--- config.mk ---
export PLATFORM = sky130hd
export DESIGN_NAME = uart_irq_agg
export DESIGN_NICKNAME = d
export VERILOG_FILES = /design/src/rtl/uart_irq_pkg.sv /design/src/rtl/uart_irq_status.sv /design/src/rtl/uart_irq_regs.sv /design/src/rtl/uart_irq_route.sv /design/src/rtl/uart_irq_agg.sv
export SDC_FILE = /design/constraint.sdc
export NUM_CORES = 1
export LEC_CHECK = 0
export BUFFER_PORTS_ARGS = -buffer_cell sky130_fd_sc_hd__buf_4
export CORE_MARGIN = 3
export CORE_UTILIZATION = 50
export CTS_CLUSTER_SIZE = 14
export DETAILED_ROUTE_END_ITERATION = 10
export PLACE_DENSITY = 0.77
export RECOVER_POWER = 50
export SLEW_MARGIN = 20
export SYNTH_ARGS = -nofsm -noshare
export SYNTH_HDL_FRONTEND = slang
export SYNTH_SLANG_ARGS = --single-unit
--- constraint.sdc ---
create_clock -name clk -period 1.7 [get_ports clk]
set_input_delay 0.34 -clock clk [delete_from_list [all_inputs] [get_ports clk]]
set_output_delay 0.34 -clock clk [all_outputs]
set_load 0.05 [all_outputs]
--- src/rtl/uart_irq_pkg.sv ---
package uart_irq_pkg;
  localparam int NUM_SRC = 11;
  localparam int NUM_GRP = 5;
  localparam int ADDR_W  = 2;

  localparam logic [ADDR_W-1:0] ADR_ENABLE = 2'd0;
  localparam logic [ADDR_W-1:0] ADR_RAW    = 2'd1;
  localparam logic [ADDR_W-1:0] ADR_MASKED = 2'd2;
  localparam logic [ADDR_W-1:0] ADR_CLEAR  = 2'd3;

  // group order: rx, tx, timeout, modem, error
  function automatic logic [NUM_SRC-1:0] grp_mask(input int g);
    case (g)
      0:       grp_mask = 11'h010;
      1:       grp_mask = 11'h020;
      2:       grp_mask = 11'h040;
      3:       grp_mask = 11'h00F;
      default: grp_mask = 11'h780;
    endcase
  endfunction

  // set has priority over clear
  function automatic logic [NUM_SRC-1:0] raw_update(
    input logic [NUM_SRC-1:0] cur,
    input logic [NUM_SRC-1:0] set,
    input logic [NUM_SRC-1:0] clr);
    raw_update = (cur & ~clr) | set;
  endfunction
endpackage

--- src/rtl/uart_irq_status.sv ---
module uart_irq_status
  import uart_irq_pkg::*;
(
  input  logic               clk,
  input  logic               rst_n,
  input  logic [NUM_SRC-1:0] src_set,
  input  logic               clr_en,
  input  logic [NUM_SRC-1:0] clr_bits,
  output logic [NUM_SRC-1:0] raw_q,
  output logic [NUM_SRC-1:0] raw_nx
);
  logic [NUM_SRC-1:0] clr_eff;

  assign clr_eff = clr_en ? clr_bits : '0;
  assign raw_nx  = raw_update(raw_q, src_set, clr_eff);

  always_ff @(posedge clk or negedge rst_n) begin
    if (!rst_n) raw_q <= '0;
    else        raw_q <= raw_nx;
  end
endmodule

--- src/rtl/uart_irq_regs.sv ---
module uart_irq_regs
  import uart_irq_pkg::*;
(
  input  logic               clk,
  input  logic               rst_n,
  input  logic               wr_en,
  input  logic [ADDR_W-1:0]  wr_addr,
  input  logic [NUM_SRC-1:0] wr_data,
  input  logic [ADDR_W-1:0]  rd_addr,
  input  logic [NUM_SRC-1:0] raw_q,
  output logic [NUM_SRC-1:0] mask_q,
  output logic [NUM_SRC-1:0] mask_nx,
  output logic               clr_en,
  output logic [NUM_SRC-1:0] clr_bits,
  output logic [NUM_SRC-1:0] rd_data
);
  logic               mask_wr;
  logic [NUM_SRC-1:0] rd_sel;

  assign mask_wr  = wr_en && (wr_addr == ADR_ENABLE);
  assign clr_en   = wr_en && (wr_addr == ADR_CLEAR);
  assign clr_bits = wr_data;
  assign mask_nx  = mask_wr ? wr_data : mask_q;

  always_comb begin
    case (rd_addr)
      ADR_ENABLE: rd_sel = mask_q;
      ADR_RAW:    rd_sel = raw_q;
      ADR_MASKED: rd_sel = raw_q & mask_q;
      default:    rd_sel = '0;
    endcase
  end

  always_ff @(posedge clk or negedge rst_n) begin
    if (!rst_n) begin
      mask_q  <= '0;
      rd_data <= '0;
    end else begin
      mask_q  <= mask_nx;
      rd_data <= rd_sel;
    end
  end
endmodule

--- src/rtl/uart_irq_route.sv ---
module uart_irq_route
  import uart_irq_pkg::*;
(
  input  logic               clk,
  input  logic               rst_n,
  input  logic [NUM_SRC-1:0] raw_nx,
  input  logic [NUM_SRC-1:0] mask_nx,
  output logic               irq_any,
  output logic [NUM_GRP-1:0] irq_grp
);
  logic [NUM_SRC-1:0] masked_nx;
  assign masked_nx = raw_nx & mask_nx;

  always_ff @(posedge clk or negedge rst_n) begin
    if (!rst_n) irq_any <= 1'b0;
    else        irq_any <= |masked_nx;
  end

  for (genvar g = 0; g < NUM_GRP; g++) begin : g_grp
    always_ff @(posedge clk or negedge rst_n) begin
      if (!rst_n) irq_grp[g] <= 1'b0;
      else        irq_grp[g] <= |(masked_nx & grp_mask(g));
    end
  end
endmodule

--- src/rtl/uart_irq_agg.sv ---
module uart_irq_agg
  import uart_irq_pkg::*;
(
  input  logic               clk,
  input  logic               rst_n,
  input  logic [NUM_SRC-1:0] src_set,
  input  logic               wr_en,
  input  logic [ADDR_W-1:0]  wr_addr,
  input  logic [NUM_SRC-1:0] wr_data,
  input  logic [ADDR_W-1:0]  rd_addr,
  output logic [NUM_SRC-1:0] rd_data,
  output logic               irq_any,
  output logic               irq_rx,
  output logic               irq_tx,
  output logic               irq_rto,
  output logic               irq_modem,
  output logic               irq_err
);
  logic [NUM_SRC-1:0] raw_q, raw_nx, mask_q, mask_nx, clr_bits;
  logic               clr_en;
  logic [NUM_GRP-1:0] irq_grp;

  uart_irq_regs u_regs (
    .clk(clk), .rst_n(rst_n), .wr_en(wr_en), .wr_addr(wr_addr),
    .wr_data(wr_data), .rd_addr(rd_addr), .raw_q(raw_q),
    .mask_q(mask_q), .mask_nx(mask_nx), .clr_en(clr_en),
    .clr_bits(clr_bits), .rd_data(rd_data)
  );

  uart_irq_status u_status (
    .clk(clk), .rst_n(rst_n), .src_set(src_set), .clr_en(clr_en),
    .clr_bits(clr_bits), .raw_q(raw_q), .raw_nx(raw_nx)
  );

  uart_irq_route u_route (
    .clk(clk), .rst_n(rst_n), .raw_nx(raw_nx), .mask_nx(mask_nx),
    .irq_any(irq_any), .irq_grp(irq_grp)
  );

  assign irq_rx    = irq_grp[0];
  assign irq_tx    = irq_grp[1];
  assign irq_rto   = irq_grp[2];
  assign irq_modem = irq_grp[3];
  assign irq_err   = irq_grp[4];
endmodule

==> results of run 1 <==
-- through the flow --
step / setup WS [ns] / utilization
6_report: 0.0158 / 0.751
5_1_grt: -0.0424 / 0.751
4_1_cts: -0.00896 / 0.746
3_5_place_dp: -0.408 / 0.711
3_3_place_gp: -0.384 / 0.711
2_1_floorplan: -0.179 / -
-- sequential cells by signal, summed over array words and instances (netlist names) --
register,cells
u_regs.mask_q,11
u_regs.rd_data,11
u_status.raw_q,11
u_route.irq_grp,5
u_route.irq_any,1
-- cells by family after synthesis --
| kind of cell | count (synthesis) |
|---|---|
| AOI/OAI and AO/OA | 37 |
| buffers and inverters | 16 |
| DFF | 39 |
| muxes | 11 |
| and+or+nand+nor | 30 |
-- metal layers --
layer / vias up / GRT usage
met3: 4 / 0.0757
met5: - / 0
met2: 51 / 0.348
met1: 604 / 0.237
met4: 0 / 0.130
li1: 586 / -
-- worst paths after layout --
path                                   startpoint                 end  slack, ns  cells past startpoint
worst min register to register  u_status.raw_q[8]   u_regs.rd_data[8]       0.51                      2
worst min-delay path                   src_set[5]   u_status.raw_q[5]       0.18                      2
worst max register to register  u_status.raw_q[7]     u_route.irq_any       0.12                      4
max in group asynchronous                   rst_n   u_regs.rd_data[9]       0.89                      2
worst max-delay path                   wr_addr[0]     u_route.irq_any       0.02                      7
min in group asynchronous                   rst_n  u_route.irq_grp[3]       0.46                      2
-- worst max-delay path, stage by stage --
cell and delay, ns:
buf_8 0.10, nor3b_4 0.21, buf_12 0.18, mux2i_1 0.23, inv_2 0.06, a221o_1 0.33
or4_1 0.46
-- repair_timing --
item                                   4_1_cts  5_1_grt
pin swaps                                    0        0
hold buffers                                 1        0
setup endpoints to repair                    1        1
endpoints found under the hold margin       39        0
resized for setup                            2        4
-- cell usage in the layout, fill, tap and decap left out, types with 2 or more instances in the layout --
cell,n
a21o_1,7
a21oi_1,4
a22oi_2,2
and2_1,2
buf_4,53
clkbuf_4,6
dfrtp_1,39
inv_1,8
mux2_4,6
mux2i_1,3
nand2_1,12
nand4_1,11
o21ai_0,22
-- layout make-up --
cell class,count,area share
sequential,39,0.452
multi-input combinational,78,0.255
timing repair buffer,59,0.215
tap,42,0.0243
clock inverter,3,0.0203
clock buffer,5,0.0174
inverter,9,0.0156
-- power groups by stage --
stage	logic, mW	registers, mW	clock network [mW]
6_report	0.633	1.09	0.633
5_1_grt	0.672	1.10	0.684
4_1_cts	0.632	1.09	0.640
3_5_place_dp	0.622	1.11	0
3_3_place_gp	0.608	1.10	0
2_1_floorplan	0.183	1.30	0
==> impl_results.md, run 1 <==
- Largest area contributor in the netlist: dfrtp_1
- WHS: 0.180 ns
- Clock buffer depth: 2
- Clock transition at the registers of the reported paths: 0.12 ns
- TritonCTS clock tree: yes
- Seq/Total Area, Yosys: 0.618
- Mapped cell area: 1580 sq um
- Antenna violations before repair: 0
- Die Footprint: 3870 sq um
- Synth unique cells: 23
- WL met3: 252 um
- Vias in the first global route: 1,308
- Minimum clock period: 1.68 ns
- Finished Layout Cells: 235
- Post-Synthesis Cells: 133
- GRT Total Usage: 0.212
- Multi-input gate area: 552 sq um
- Cell area after layout: 2160 sq um
- Hold Crit Class: primary input to register
- Num rows: 19
- Clk pwr share: 0.268
- Clk_skew: 0.0134 ns
- Met1 wire length: 1.43 mm
- Initial DRC count: 80
- DP HPWL: 2.60 mm
- Fin. Hold Viols: 0
- Most common cell in the synthesized netlist: dfrtp_1
- Crit path launch type: primary input
- Filler cells: 199
- Worst Max-Slew Pin Slew: 0.468 ns
- Inserted Diodes: 0
- Final Max Tran Viols: 0
- Largest net degree at the start of global routing: 40
- Met2 wire len: 2.00 mm
- DP Area: 2050 sq um
- Final setup fails: 0
- ANT nets after route: 0
- Compound-gate portion of the synthesized area: 0.142
- Async S/R FF share, synth: 1.00
- Mux contribution to synthesized area: 0.0872
- Power Total: 2.36 mW
- Number of remaining DRC errors: 0
- Share of layout cells above drive strength 1: 0.404
- Sw Share: 0.320
- CP endpoint kind: register
- Post-synth top flop: dfrtp_1
- Post-CTS setup buffers: 0
- Xor and xnor area share after synthesis: 0
- Max VDD drop: 0.679 mV
- Synth top cells by count: dfrtp_1, o21ai_0, nand2_1, nand4_1, inv_1
- Die width: 62.2 um
- First-pass GRT wire length: 6.26 mm
- Drt pass-1 iters: 4
- Root Driver: clkbuf_4
- Die height: 62.2 um
- Pwr/cell area: 1090 nW/um^2
- Core area: 2880 sq um
- Clock latency on the worst-skew pair: 0.36 ns
- Internal power: 1.60 mW
- Placed insts: 226
- Syn Area/Cell: 11.9 sq um
- Final period util: 0.991
- Net Sw Power: 0.754 mW
- Largest family of logic cells by synthesized area: compound AO/OA/AOI/OAI gates
- LEAKAGE: 0.960 nW
- GP Congestion: 0.800
- Syn Nets: 162
- Final nets: 221
- Reg power frac: 0.463
- Slew HR: 0.688
- TritonCTS buffer count: 5
- Top Metal Used: met4
- Vias: 1,245
- Ports: 46
- Comb pwr share: 0.269
- RSZ-0062 raised after global routing: yes
- Area contributors post-synth: dfrtp_1, o21ai_0, mux2_4, nand4_1, a21o_1
- Adder-cell area share of the yosys netlist: 0
- Crit Path Max Fanout: 11
- CP arrival: 1.92 ns
- Max Cap Viol: 0
- Critical path type: primary input to register
- Simple-Gate Fraction of Synth Area: 0.105
- Number of synthesized flops with an enable pin: 0
- Clock Sinks: 39
- Buffers on Ports: 45
- Reg area: 976 sq um
- Maximum clock rate: 594 MHz
- Run status: completed
- Drt wl/cell: 15.9 um
- Post-Route WL: 3.73 mm
- Clock H-tree levels: 2
- Global route overflow: 0
- Setup TNS: 0 ns
- Synthesis-to-layout area growth: 36.8%
- Top-area cell type share of the netlist area: 0.618
- WP data required: 1.94 ns
- Initial Utilization: 0.549
- Vias per Instance: 5.30
- Yosys Warn Count: 0
- #FFs+latches synth: 39
Power figures use the tool's default switching activity.
==> run 2: changes to the inputs <==
Settings changed: CORE_UTILIZATION 50 to 53, CTS_BUF_LIST set to sky130_fd_sc_hd__clkbuf_4 sky130_fd_sc_hd__clkbuf_8, PLACE_DENSITY 0.77 to 0.81.
==> run 2 against run 1 <==
Net effect: the flow now finishes with violations (setup timing); count of clock-buffer cells in the layout increased by 1; global-route usage up 1.2 points; clock power rose by 3%; die area down 5.1%; hold slack better by 0.0062 ns; cell area increased by 0.41%; worst setup slack lost 0.11 ns; register-to-register slack got worse by 0.10 ns; routed wire length up 5.5%; critical path type unchanged; utilization up 2.2 points.
==> impl_results.md, run 2 (synthesis results as in run 1) <==
- Initial Utilization: 0.563
- Core area: 2810 sq um
- Finished Layout Cells: 225
- Power Total: 2.41 mW
- Antenna violations before repair: 0
- Global route overflow: 0
- Failing checks: setup timing
- Most frequent cells in the layout: buf_4, dfrtp_1, o21ai_0, nand2_1, nand4_1
- Vias per Instance: 5.83
- Most common cell after layout, fill and taps aside: buf_4
- Maximum clock rate: 558 MHz
- ANT nets after route: 0
- Slew HR: 0.400
- Buffers on Ports: 45
- Final worst slack: -0.0928 ns
- Share of layout cells above drive strength 1: 0.423
- Clock latency on the worst-skew pair: 0.35 ns
- CP arrival: 2.03 ns
- Clock H-tree levels: 2
- Minimum clock period: 1.79 ns
- Crit path buf inv count: 2
- Pwr/cell area: 1110 nW/um^2
- Slowest cell on the critical path: or4_1
- DP HPWL: 2.60 mm
- Crit path launch type: primary input
- TritonCTS buffer count: 5
- Final setup fails: 1
- Die width: 60.6 um
- Top flop regs: u_regs.mask_q x11, u_regs.rd_data x11, u_status.raw_q x11
- Drt wl/cell: 17.5 um
- Clock buffer depth: 2
- Die Footprint: 3670 sq um
- GP Congestion: 0.869
- Root Driver: clkbuf_4
- Reg2reg setup slack: 0.02 ns
- Fin. Hold Viols: 0
- CP endpoint kind: register
- CP max stage delay: 0.48 ns
- Number of remaining DRC errors: 0
- Max Cap Viol: 0
- GRT Total Usage: 0.224
- Crit Path Max Fanout: 6
- WP data required: 1.93 ns
- Vias in the first global route: 1,321
- Synthesis-to-layout area growth: 37.4%
- LEAKAGE: 0.973 nW
- Inserted Diodes: 0
- Final nets: 222
- Num rows: 19
- Post-Route WL: 3.94 mm
- Largest net degree at the start of global routing: 40
- Run status: finished, violations left
- Critical path type: primary input to register
- Initial DRC count: 84
- Clock Sinks: 39
- Final Max Tran Viols: 0
- CP delay by family, top: simple AND/OR/NAND/NOR gates
- Clk_skew: 0.0130 ns
- RSZ-0062 raised after global routing: yes
- Max VDD drop: 0.801 mV
- Vias: 1,311
- Clock transition at the registers of the reported paths: 0.12 ns
- Die height: 60.6 um
- TritonCTS clock tree: yes
- Drt pass-1 iters: 4
- Worst Max-Slew Pin Slew: 0.898 ns
- Final period util: 1.05
- Placed insts: 214
- Ports: 46
- Hold Crit Class: primary input to register
- CP Cell Sequence: buf_8 > nor3b_4 > buf_6 > mux2i_4 > o22ai_2 > a221o_1 > or4_1
- First-pass GRT wire length: 5.86 mm
- Setup TNS: -0.0928 ns
-- run 2: power breakdown --
part / internal [mW] / switching [mW]
sequential: 1.04 / 0.0536
combinational: 0.269 / 0.393
clock: 0.348 / 0.303
-- run 2: final cells by class --
cell class	count	area, sq um
Multi-Input combinational cell	78	567
Fill cell	192	636
Tap cell	31	38.8
Clock inverter	2	35.0
Clock buffer	6	51.3
Inverter	9	33.8
Timing Repair Buffer	60	468
Sequential cell	39	976
-- run 2: through the flow --
stage                     utilization  hold slack (ns)  worst slack (ns)  area (sq um)
final                           0.773            0.186           -0.0928          2170
after floorplan                     -           0.0444            -0.179          1590
after global placement          0.717            0.330            -0.385          2010
after global routing            0.773            0.167            -0.111          2170
after CTS                       0.764            0.163           -0.0362          2140
after detailed placement        0.717            0.336            -0.481          2010
-- run 2: timing repair --
item	CTS	global route
hold buffers	1	0
resized for setup	5	5
hold endpoints to repair	39	0
setup endpoints to repair	1	1
setup buffers	2	1
pin swaps	4	4
-- run 2: layer usage --
| metal | track usage | part of all wire |
|---|---|---|
| met2 | 0.365 | 0.52 |
| met5 | 0 | 0 |
| met4 | 0.130 | 0.018 |
| met3 | 0.0702 | 0.087 |
| met1 | 0.261 | 0.38 |
-- run 2: final timing paths --
| kind | startpoint | end | cells past startpoint |
|---|---|---|---|
| setup reg to reg | u_status.raw_q[10] | u_route.irq_any | 4 |
| hold / removal | src_set[6] | u_status.raw_q[6] | 2 |
| max in group asynchronous | rst_n | u_regs.mask_q[8] | 2 |
| hold reg to reg | u_status.raw_q[7] | u_regs.rd_data[7] | 2 |
| setup / recovery | wr_addr[0] | u_route.irq_any | 7 |
| min in group asynchronous | rst_n | u_route.irq_grp[3] | 2 |
